File: src/rtl/rcp_pkg.sv
package rcp_pkg;
  typedef enum logic [1:0] {
    CLS_CLEAN = 2'd0,
    CLS_DATA  = 2'd1,
    CLS_CHECK = 2'd2,
    CLS_MULTI = 2'd3
  } err_class_t;
endpackage

File: src/rtl/rcp_parity.sv
module rcp_parity #(
  parameter int N = 8
) (
  input  logic [N*N-1:0] data,
  output logic [N-1:0]   row_par,
  output logic [N-1:0]   col_par
);
  for (genvar r = 0; r < N; r++) begin : g_row
    assign row_par[r] = ^data[r*N +: N];
  end
  for (genvar c = 0; c < N; c++) begin : g_col
    logic [N-1:0] bits;
    for (genvar r = 0; r < N; r++) begin : g_bit
      assign bits[r] = data[r*N + c];
    end
    assign col_par[c] = ^bits;
  end
endmodule

File: src/rtl/rcp_classify.sv
module rcp_classify
  import rcp_pkg::*;
#(
  parameter int N = 8
) (
  input  logic [N-1:0]   row_syn,
  input  logic [N-1:0]   col_syn,
  output logic [N*N-1:0] flip_mask,
  output err_class_t     cls
);
  logic row_zero, col_zero, row_one, col_one;

  assign row_zero = (row_syn == '0);
  assign col_zero = (col_syn == '0);
  assign row_one  = !row_zero && ((row_syn & (row_syn - 1'b1)) == '0);
  assign col_one  = !col_zero && ((col_syn & (col_syn - 1'b1)) == '0);

  always_comb begin
    if (row_zero && col_zero)                             cls = CLS_CLEAN;
    else if (row_one && col_one)                          cls = CLS_DATA;
    else if ((row_one && col_zero) || (row_zero && col_one)) cls = CLS_CHECK;
    else                                                  cls = CLS_MULTI;
  end

  for (genvar r = 0; r < N; r++) begin : g_mr
    for (genvar c = 0; c < N; c++) begin : g_mc
      assign flip_mask[r*N + c] = (cls == CLS_DATA) && row_syn[r] && col_syn[c];
    end
  end
endmodule

File: src/rtl/rcp_stage.sv
module rcp_stage #(
  parameter int W = 8
) (
  input  logic         clk,
  input  logic         rst,
  input  logic         in_valid,
  output logic         in_ready,
  input  logic [W-1:0] in_data,
  output logic         out_valid,
  input  logic         out_ready,
  output logic [W-1:0] out_data
);
  assign in_ready = !out_valid || out_ready;

  always_ff @(posedge clk) begin
    if (rst) begin
      out_valid <= 1'b0;
    end else if (in_ready) begin
      out_valid <= in_valid;
    end
  end

  always_ff @(posedge clk) begin
    if (in_valid && in_ready) out_data <= in_data;
  end
endmodule

File: src/rtl/rcp_corrector.sv
module rcp_corrector
  import rcp_pkg::*;
#(
  parameter int N = 8
) (
  input  logic             clk,
  input  logic             rst,
  input  logic             enc_in_valid,
  output logic             enc_in_ready,
  input  logic [N*N-1:0]   enc_in_data,
  output logic             enc_out_valid,
  input  logic             enc_out_ready,
  output logic [2*N-1:0]   enc_out_chk,
  input  logic             dec_in_valid,
  output logic             dec_in_ready,
  input  logic [N*N-1:0]   dec_in_data,
  input  logic [2*N-1:0]   dec_in_chk,
  output logic             dec_out_valid,
  input  logic             dec_out_ready,
  output logic [N*N-1:0]   dec_out_data,
  output logic             dec_out_corr,
  output logic             dec_out_uncorr
);
  localparam int NB = N * N;
  localparam int CW = 2 * N;
  localparam int DW = NB + 2;

  // encode channel
  logic [N-1:0] enc_row, enc_col;
  rcp_parity #(.N(N)) u_enc_par (.data(enc_in_data), .row_par(enc_row), .col_par(enc_col));

  rcp_stage #(.W(CW)) u_enc_stage (
    .clk(clk), .rst(rst),
    .in_valid(enc_in_valid), .in_ready(enc_in_ready), .in_data({enc_col, enc_row}),
    .out_valid(enc_out_valid), .out_ready(enc_out_ready), .out_data(enc_out_chk)
  );

  // check channel
  logic [N-1:0]  dec_row, dec_col, row_syn, col_syn;
  logic [NB-1:0] flip_mask;
  err_class_t    cls;
  logic          corr_c, uncorr_c;

  rcp_parity #(.N(N)) u_dec_par (.data(dec_in_data), .row_par(dec_row), .col_par(dec_col));

  assign row_syn = dec_row ^ dec_in_chk[N-1:0];
  assign col_syn = dec_col ^ dec_in_chk[CW-1:N];

  rcp_classify #(.N(N)) u_cls (
    .row_syn(row_syn), .col_syn(col_syn), .flip_mask(flip_mask), .cls(cls)
  );

  assign corr_c   = (cls == CLS_DATA) || (cls == CLS_CHECK);
  assign uncorr_c = (cls == CLS_MULTI);

  logic [DW-1:0] dec_pack;
  rcp_stage #(.W(DW)) u_dec_stage (
    .clk(clk), .rst(rst),
    .in_valid(dec_in_valid), .in_ready(dec_in_ready),
    .in_data({dec_in_data ^ flip_mask, corr_c, uncorr_c}),
    .out_valid(dec_out_valid), .out_ready(dec_out_ready), .out_data(dec_pack)
  );

  assign dec_out_data   = dec_pack[DW-1:2];
  assign dec_out_corr   = dec_pack[1];
  assign dec_out_uncorr = dec_pack[0];
endmodule

File: config.mk
export PLATFORM = sky130hd
export DESIGN_NAME = rcp_corrector
export DESIGN_NICKNAME = d
export VERILOG_FILES = /design/src/rtl/rcp_pkg.sv /design/src/rtl/rcp_parity.sv /design/src/rtl/rcp_classify.sv /design/src/rtl/rcp_stage.sv /design/src/rtl/rcp_corrector.sv
export SDC_FILE = /design/constraint.sdc
export NUM_CORES = 1
export LEC_CHECK = 0
export BUFFER_PORTS_ARGS = -buffer_cell sky130_fd_sc_hd__buf_2
export CORE_MARGIN = 2
export CORE_UTILIZATION = 54
export DETAILED_ROUTE_END_ITERATION = 8
export GPL_ROUTABILITY_DRIVEN = 1
export PLACE_DENSITY_LB_ADDON = 0.25
export SLEW_MARGIN = 20
export SYNTH_ARGS = -nofsm -noshare
export SYNTH_HDL_FRONTEND = slang
export SYNTH_HIERARCHICAL = 1
export SYNTH_SLANG_ARGS = --single-unit
File: constraint.sdc
create_clock -name clk -period 4.9 [get_ports clk]
set_input_delay 0.49 -clock clk [delete_from_list [all_inputs] [get_ports clk]]
set_output_delay 0.49 -clock clk [all_outputs]
set_load 0.005 [all_outputs]
==> results.json, run 1 <==
{
  "setup_violations": 0,
  "ctsHoldBuffers": 0,
  "end_kind": "flip-flop",
  "cts_max_level": 3,
  "leakagePower_uw": 0.003258,
  "critPathSlowestCell": "or4_1",
  "ys_warn_count": 6,
  "place_congestion": 0.9260,
  "detail_route.wl_per_cell_um": 17.66,
  "drc_errors": 0,
  "synth_top_flop_cell": "edfxtp_1",
  "synth.largest_area_cell": "edfxtp_1",
  "fill_cells": 808,
  "ys_seq_elements": 84,
  "grt_pass1_vias": 4827,
  "via_count": 4679,
  "fp.dieW_um": 110.8,
  "p_comb_share_pct": 38.6,
  "track_usage_pct": 25.39,
  "drt-initial-drc-count": 195,
  "ys_top_cells_by_area": "edfxtp_1 (40%), xnor2_1 (27%), xor2_1 (16%), and4_1 (9.1%), clkbuf_1 (1.4%)",
  "synth_fp_nets": 668,
  "vdd_drop_max_mv": 0.2151,
  "grt_start_max_net_pins": 68,
  "numCtsBuffers": 9,
  "maxCapViolCount": 0,
  "cp_common_cell": "xor2_1",
  "dpl_worst_slack_ns": 0.7821,
  "synth_top_area_share_pct": 40.02,
  "seqCellArea_um2": 2502,
  "cts_buffer_depth": 2,
  "syn-cell-area_um2": 6153,
  "cts_resized": 0,
  "tritoncts": "yes",
  "grt_setup_unrepaired": "no",
  "synth_cells": 517,
  "avgSynthCellArea_um2": 11.90,
  "cp_data_arrival_time_ns": 3.95,
  "area_growth_pct": 26.29,
  "rows": 38,
  "antenna_found_initial": 2,
  "ant_nets": 0,
  "drt-total-wl_um": 15750,
  "setup-tns-final_ns": 0,
  "min_path_type": "in -> reg",
  "p_per_area_nw_per_um2": 324.8,
  "cts_root_buffer": "clkbuf_16",
  "num_io_pins": 236,
  "path_clk_slew_ns": 0.06,
  "hold_viol": 0,
  "fin_util_pct": 70.76,
  "switching_share_pct": 33.55,
  "grt_pass1_wl_um": 24470,
  "synth_edf_count": 82,
  "worst_pin_slew_ns": 0.9061,
  "seqPwrFrac_pct": 35.4,
  "synth_most_common_cell": "xnor2_1",
  "synth-async-reset-ratio_pct": 0,
  "synth_cell_types": 30,
  "status": "complete, no violations",
  "crit_type": "in -> reg",
  "dieHeight_um": 110.8,
  "core_area_um2": 10980,
  "cts_sinks": 84,
  "switching_power_uw": 846.8,
  "post_cts_buffers": 0,
  "grt-ovfl-total": 0,
  "critPathMaxFanout": 32,
  "slew_headroom_pct": 39.59,
  "cp.required_ns": 4.98,
  "layout-drive-gt1-share_pct": 35.82,
  "max_freq_mhz": 258.4,
  "critPathLaunchType": "input pin",
  "period_share_pct": 78.99,
  "post-dp-hpwl_um": 12410,
  "final_nets": 898,
  "cp_slowest_stage_delay_ns": 0.62,
  "crit_chain": "buf_2, xor2_1, xnor2_1, xnor2_1, xor2_1, or4_1, or3_4, nor3b_1, o32a_1, buf_4, and4_1, xor2_1",
  "ys_seq_area_share_pct": 40.67,
  "skew_ns": 0.007739,
  "firstDrtPassIters": 4,
  "synth_common_cells": "xnor2_1 (192), xor2_1 (113), edfxtp_1 (82), and4_1 (64), clkbuf_1 (23)",
  "clkLatencyLatePin_ns": 0.33,
  "vias_per_cell": 5.246,
  "clock_power_share_pct": 25.9,
  "slew_viol_final": 0,
  "multi_input_area_um2": 3507,
  "start_util_pct": 56.03,
  "p_int_uw": 1677,
  "fin_ws_ns": 1.029,
  "layout_min_cycle_time_ns": 3.871,
  "port_buffers": 235,
  "die_area_um2": 12270
}
through the flow:
step                      total power [uW]  instances  hold WS (ns)  instance area, um^2
final                                 2524        892        0.3396                 7771
after global routing                  2655        892        0.3338                 7771
after CTS                             2517        890        0.3296                 7741
after detailed placement              1857        875        0.4999                 7458
after global placement                1823        875        0.4851                 7458
after floorplan                       1510        517        0.4999                 6153
path summary, 6_finish.rpt:
| kind | start | endpoint | slack, ns | cells past startpoint |
|---|---|---|---|---|
| max reg2reg | u_dec_stage/out_valid$_SDFFE_PP0P_ | u_dec_stage/out_data[0]$_DFFE_PP_ | 3.32 | 2 |
| max | dec_in_data[15] | u_dec_stage/out_data[40]$_DFFE_PP_ | 1.03 | 12 |
| min | rst | u_dec_stage/out_valid$_SDFFE_PP0P_ | 0.34 | 2 |
| min reg2reg | u_dec_stage/out_valid$_SDFFE_PP0P_ | u_dec_stage/out_valid$_SDFFE_PP0P_ | 0.51 | 2 |
area by class of cell:
class,count,area share (%)
Clock inverter,5,0.6923
Clock buffer,10,2.946
Tap cell,140,2.254
Inverter,2,0.09660
Sequential cell,84,32.20
Antenna cell,1,0.03220
Timing Repair Buffer,248,16.65
Multi-Input combinational cell,402,45.13
cell families (layout without fill, tap and decap cells):
family	count (synthesis)	in the layout	share of synthesized area, %
XOR/XNOR	305	305	43.41
other	0	1	0
AND/OR/NAND/NOR	82	82	11.39
adder cells (fa/ha/maj)	2	2	0.3660
flip-flops	84	84	40.67
AO/OA/AOI/OAI	13	13	1.647
buffers and inverters	31	265	2.521
critical path: cells and delay by family:
| family | cells | cell delay [ns] |
|---|---|---|
| AOI/OAI and AO/OA | 1 | 0.55 |
| xor gates and xnor gates | 5 | 0.91 |
| buffers and inverters | 2 | 0.49 |
| and+or+nand+nor | 4 | 1.52 |
power groups by stage:
stage / logic, uW / clock network (uW) / registers [uW]
CTS: 955 / 667 / 895
global placement: 915 / 0 / 908
global route: 1060 / 700 / 899
detailed placement: 948 / 0 / 909
finish: 975 / 655 / 894
floorplan: 593 / 0 / 917
placed cells by master, fill, tap and decap left out, types with 3 or more instances in the layout:
| cell type | Yosys | routed |
|---|---|---|
| buf_2 | 1 | 235 |
| a211oi_1 | 3 | 3 |
| clkbuf_16 | 0 | 9 |
| edfxtp_1 | 82 | 82 |
| xor2_1 | 113 | 113 |
| buf_4 | 0 | 12 |
| xnor2_1 | 192 | 192 |
| and4_1 | 64 | 64 |
flip-flops by register name, summed over array words and instances, names as in the netlist:
name                   cells
u_dec_stage/out_valid      1
u_dec_stage/out_data      66
u_enc_stage/out_valid      1
u_enc_stage/out_data      16
routing by layer:
layer,track usage [%],wire [um],share of wire (%)
met2,45.48,8024,51
met3,5.905,1168,7.4
met5,0,11,0.070
met4,10.83,463,2.9
met1,28.93,6086,39
Note: power is estimated with default switching activity, not from simulation.
==> inputs of run 2 (changes only) <==
Settings changed: CORE_UTILIZATION 54 to 45.
Clock period 4.9 ns to 3.2 ns, I/O delays scaled along.
==> run 2 against run 1 <==
Net effect:
- via count increased by 3.8%
- first-iteration DRC count increased by 50%
- register-to-register slack worse by 1.7 ns
- clock-buffer cell count is the same
- combinational power up 72%
- power up 61%
- die area grew 19%
- global-route usage fell by 3.2 points
- hold slack worse by 0.17 ns
- non-clock buffer count increased by 45
- largest cell class unchanged
==> results.json, run 2 (same netlist as run 1, synthesis figures left out) <==
{
  "critPathSlowestCell": "or4_1",
  "antenna_found_initial": 0,
  "cts_max_level": 3,
  "whs_path_depth": 2,
  "seqPwrFrac_pct": 33.8,
  "fin_util_pct": 61.73,
  "clkLatencyLatePin_ns": 0.33,
  "setup_violations": 0,
  "port_buffers": 235,
  "fill_cells": 1111,
  "worst_pin_slew_ns": 0.9045,
  "p_int_uw": 2682,
  "place_congestion": 0.8594,
  "cts_buffer_depth": 2,
  "track_usage_pct": 22.22,
  "period_share_pct": 98.61,
  "end_kind": "flip-flop",
  "area_growth_pct": 33.37,
  "cp_data_arrival_time_ns": 3.24,
  "cp_slowest_stage_delay_ns": 0.55,
  "status": "complete, no violations",
  "final_common_cell": "buf_2",
  "final_nets": 943,
  "post-dp-hpwl_um": 13230,
  "num_io_pins": 236,
  "p_comb_share_pct": 41.5,
  "p_per_area_nw_per_um2": 494.4,
  "multi_input_area_um2": 3535,
  "worstRegToRegCells": 2,
  "vdd_drop_max_mv": 0.2733,
  "top_register": "u_dec_stage/out_data",
  "dieHeight_um": 120.9,
  "start_util_pct": 46.28,
  "layout-drive-gt1-share_pct": 40.03,
  "cp.required_ns": 3.28,
  "hold_viol": 0,
  "mostFrequentLayoutCells": "buf_2 (235), xnor2_1 (191), xor2_1 (112)",
  "vias_per_cell": 4.990,
  "max_freq_mhz": 316.9,
  "seqCellArea_um2": 2502,
  "finalPower_uw": 4057,
  "grt-ovfl-total": 0,
  "drt-initial-drc-count": 292,
  "maxCapViolCount": 0,
  "rows": 42,
  "reg2reg_from": "u_dec_stage/out_valid$_SDFFE_PP0P_",
  "reg2reg_slack_ns": 1.62,
  "slew_headroom_pct": 39.70,
  "critPathLaunchType": "input pin",
  "numCtsBuffers": 9,
  "path_clk_slew_ns": 0.06,
  "core_area_um2": 13300,
  "via_count": 4855,
  "cts_root_buffer": "clkbuf_16",
  "die_area_um2": 14630,
  "diodes": 0,
  "min_path_type": "in -> reg",
  "switching_power_uw": 1376,
  "switching_share_pct": 33.91,
  "firstDrtPassIters": 4,
  "critPathMaxFanout": 24,
  "grt_pass1_vias": 4758,
  "crit_type": "in -> reg",
  "skew_ns": 0.003457,
  "drt-total-wl_um": 16620,
  "hp-start": "rst",
  "tritoncts": "yes",
  "grt_start_max_net_pins": 67,
  "fp.dieW_um": 120.9,
  "path_buf_inv": 2,
  "clock_power_share_pct": 24.8,
  "detail_route.wl_per_cell_um": 17.08,
  "grt_pass1_wl_um": 24540,
  "layout_min_cycle_time_ns": 3.155,
  "fin_ws_ns": 0.04451,
  "crit_chain": "buf_2, xnor2_2, xnor2_1, xnor2_1, xor2_1, or4_1, or3_4, and3_1, o32a_4, buf_12, and4_1, xor2_1",
  "cts_sinks": 84,
  "crit_family": "simple AND/OR/NAND/NOR gates",
  "dpl_worst_slack_ns": -0.3221,
  "r2r-end": "u_dec_stage/out_data[33]$_DFFE_PP_",
  "leakagePower_uw": 0.003509,
  "ant_nets": 0,
  "drc_errors": 0,
  "slew_viol_final": 0,
  "hold_path_end": "u_enc_stage/out_valid$_SDFFE_PP0P_",
  "largest_register_ffs": 66,
  "top_regs": "u_dec_stage/out_data (66), u_enc_stage/out_data (16)"
}
run 2: cell type report:
type                    count  area share [%]
flip-flops and latches     84           30.49
repair buffers            293           20.20
well taps                 176           2.683
multi-input cells         402           43.07
inverters                   2         0.09148
clock inverters             6          0.6708
clock buffers              10           2.790
run 2: power by group through the flow:
stage | clock (uW) | sequential (uW) | combinational, uW
final | 1000 | 1370 | 1680
after global routing | 1060 | 1380 | 1800
after CTS | 1020 | 1370 | 1650
after detailed placement | 0 | 1390 | 1640
after global placement | 0 | 1390 | 1610
after floorplan | 0 | 1400 | 908
run 2: repair_timing:
item,CTS,global route
resized for setup,0,5
hold endpoints to repair,0,0
buffers inserted,0,0
endpoints found under the setup margin,0,65
hold buffers,0,0
run 2: how the worst max path moves through the flow:
| stage | start | to | slack (ns) | cells after the start |
|---|---|---|---|---|
| final | dec_in_data[9] | u_dec_stage/out_data[26]$_DFFE_PP_ | 0.04 | 12 |
| after floorplan | dec_in_data[14] | u_dec_stage/out_data[1]$_DFFE_PP_ | 0.07 | 11 |
| after global routing | dec_in_data[9] | u_dec_stage/out_data[26]$_DFFE_PP_ | -0.01 | 12 |
| after CTS | dec_in_data[8] | u_dec_stage/out_data[26]$_DFFE_PP_ | 0.01 | 12 |
| after global placement | dec_in_data[8] | u_dec_stage/out_data[26]$_DFFE_PP_ | -0.28 | 12 |
| after detailed placement | dec_in_data[8] | u_dec_stage/out_data[26]$_DFFE_PP_ | -0.32 | 12 |
run 2: per-stage QoR:
stage          instances  setup TNS, ns  cell area, um^2  hold WS, ns
2_1_floorplan        517              0             6153       0.3824
3_3_place_gp         956         -15.97             7866       0.4831
3_5_place_dp         956         -18.63             7866       0.4951
4_1_cts              972              0             8150       0.1590
5_1_grt              973       -0.02811             8207       0.1768
6_report             973              0             8207       0.1656
run 2: routing by layer:
layer / GRT usage (%) / vias up / share of wire, %
met3: 4.229 / 23 / 8.6
met4: 7.922 / 0 / 2.2
met5: 0 / - / 0
met2: 40.24 / 227 / 52
li1: - / 2345 / -
met1: 26.05 / 2260 / 38
run 2: worst register-to-register path: cells and delay by family (launching register included):
family / cells / cell delay, ns
AND/OR/NAND/NOR: 2 / 0.80
flip-flops: 1 / 0.33
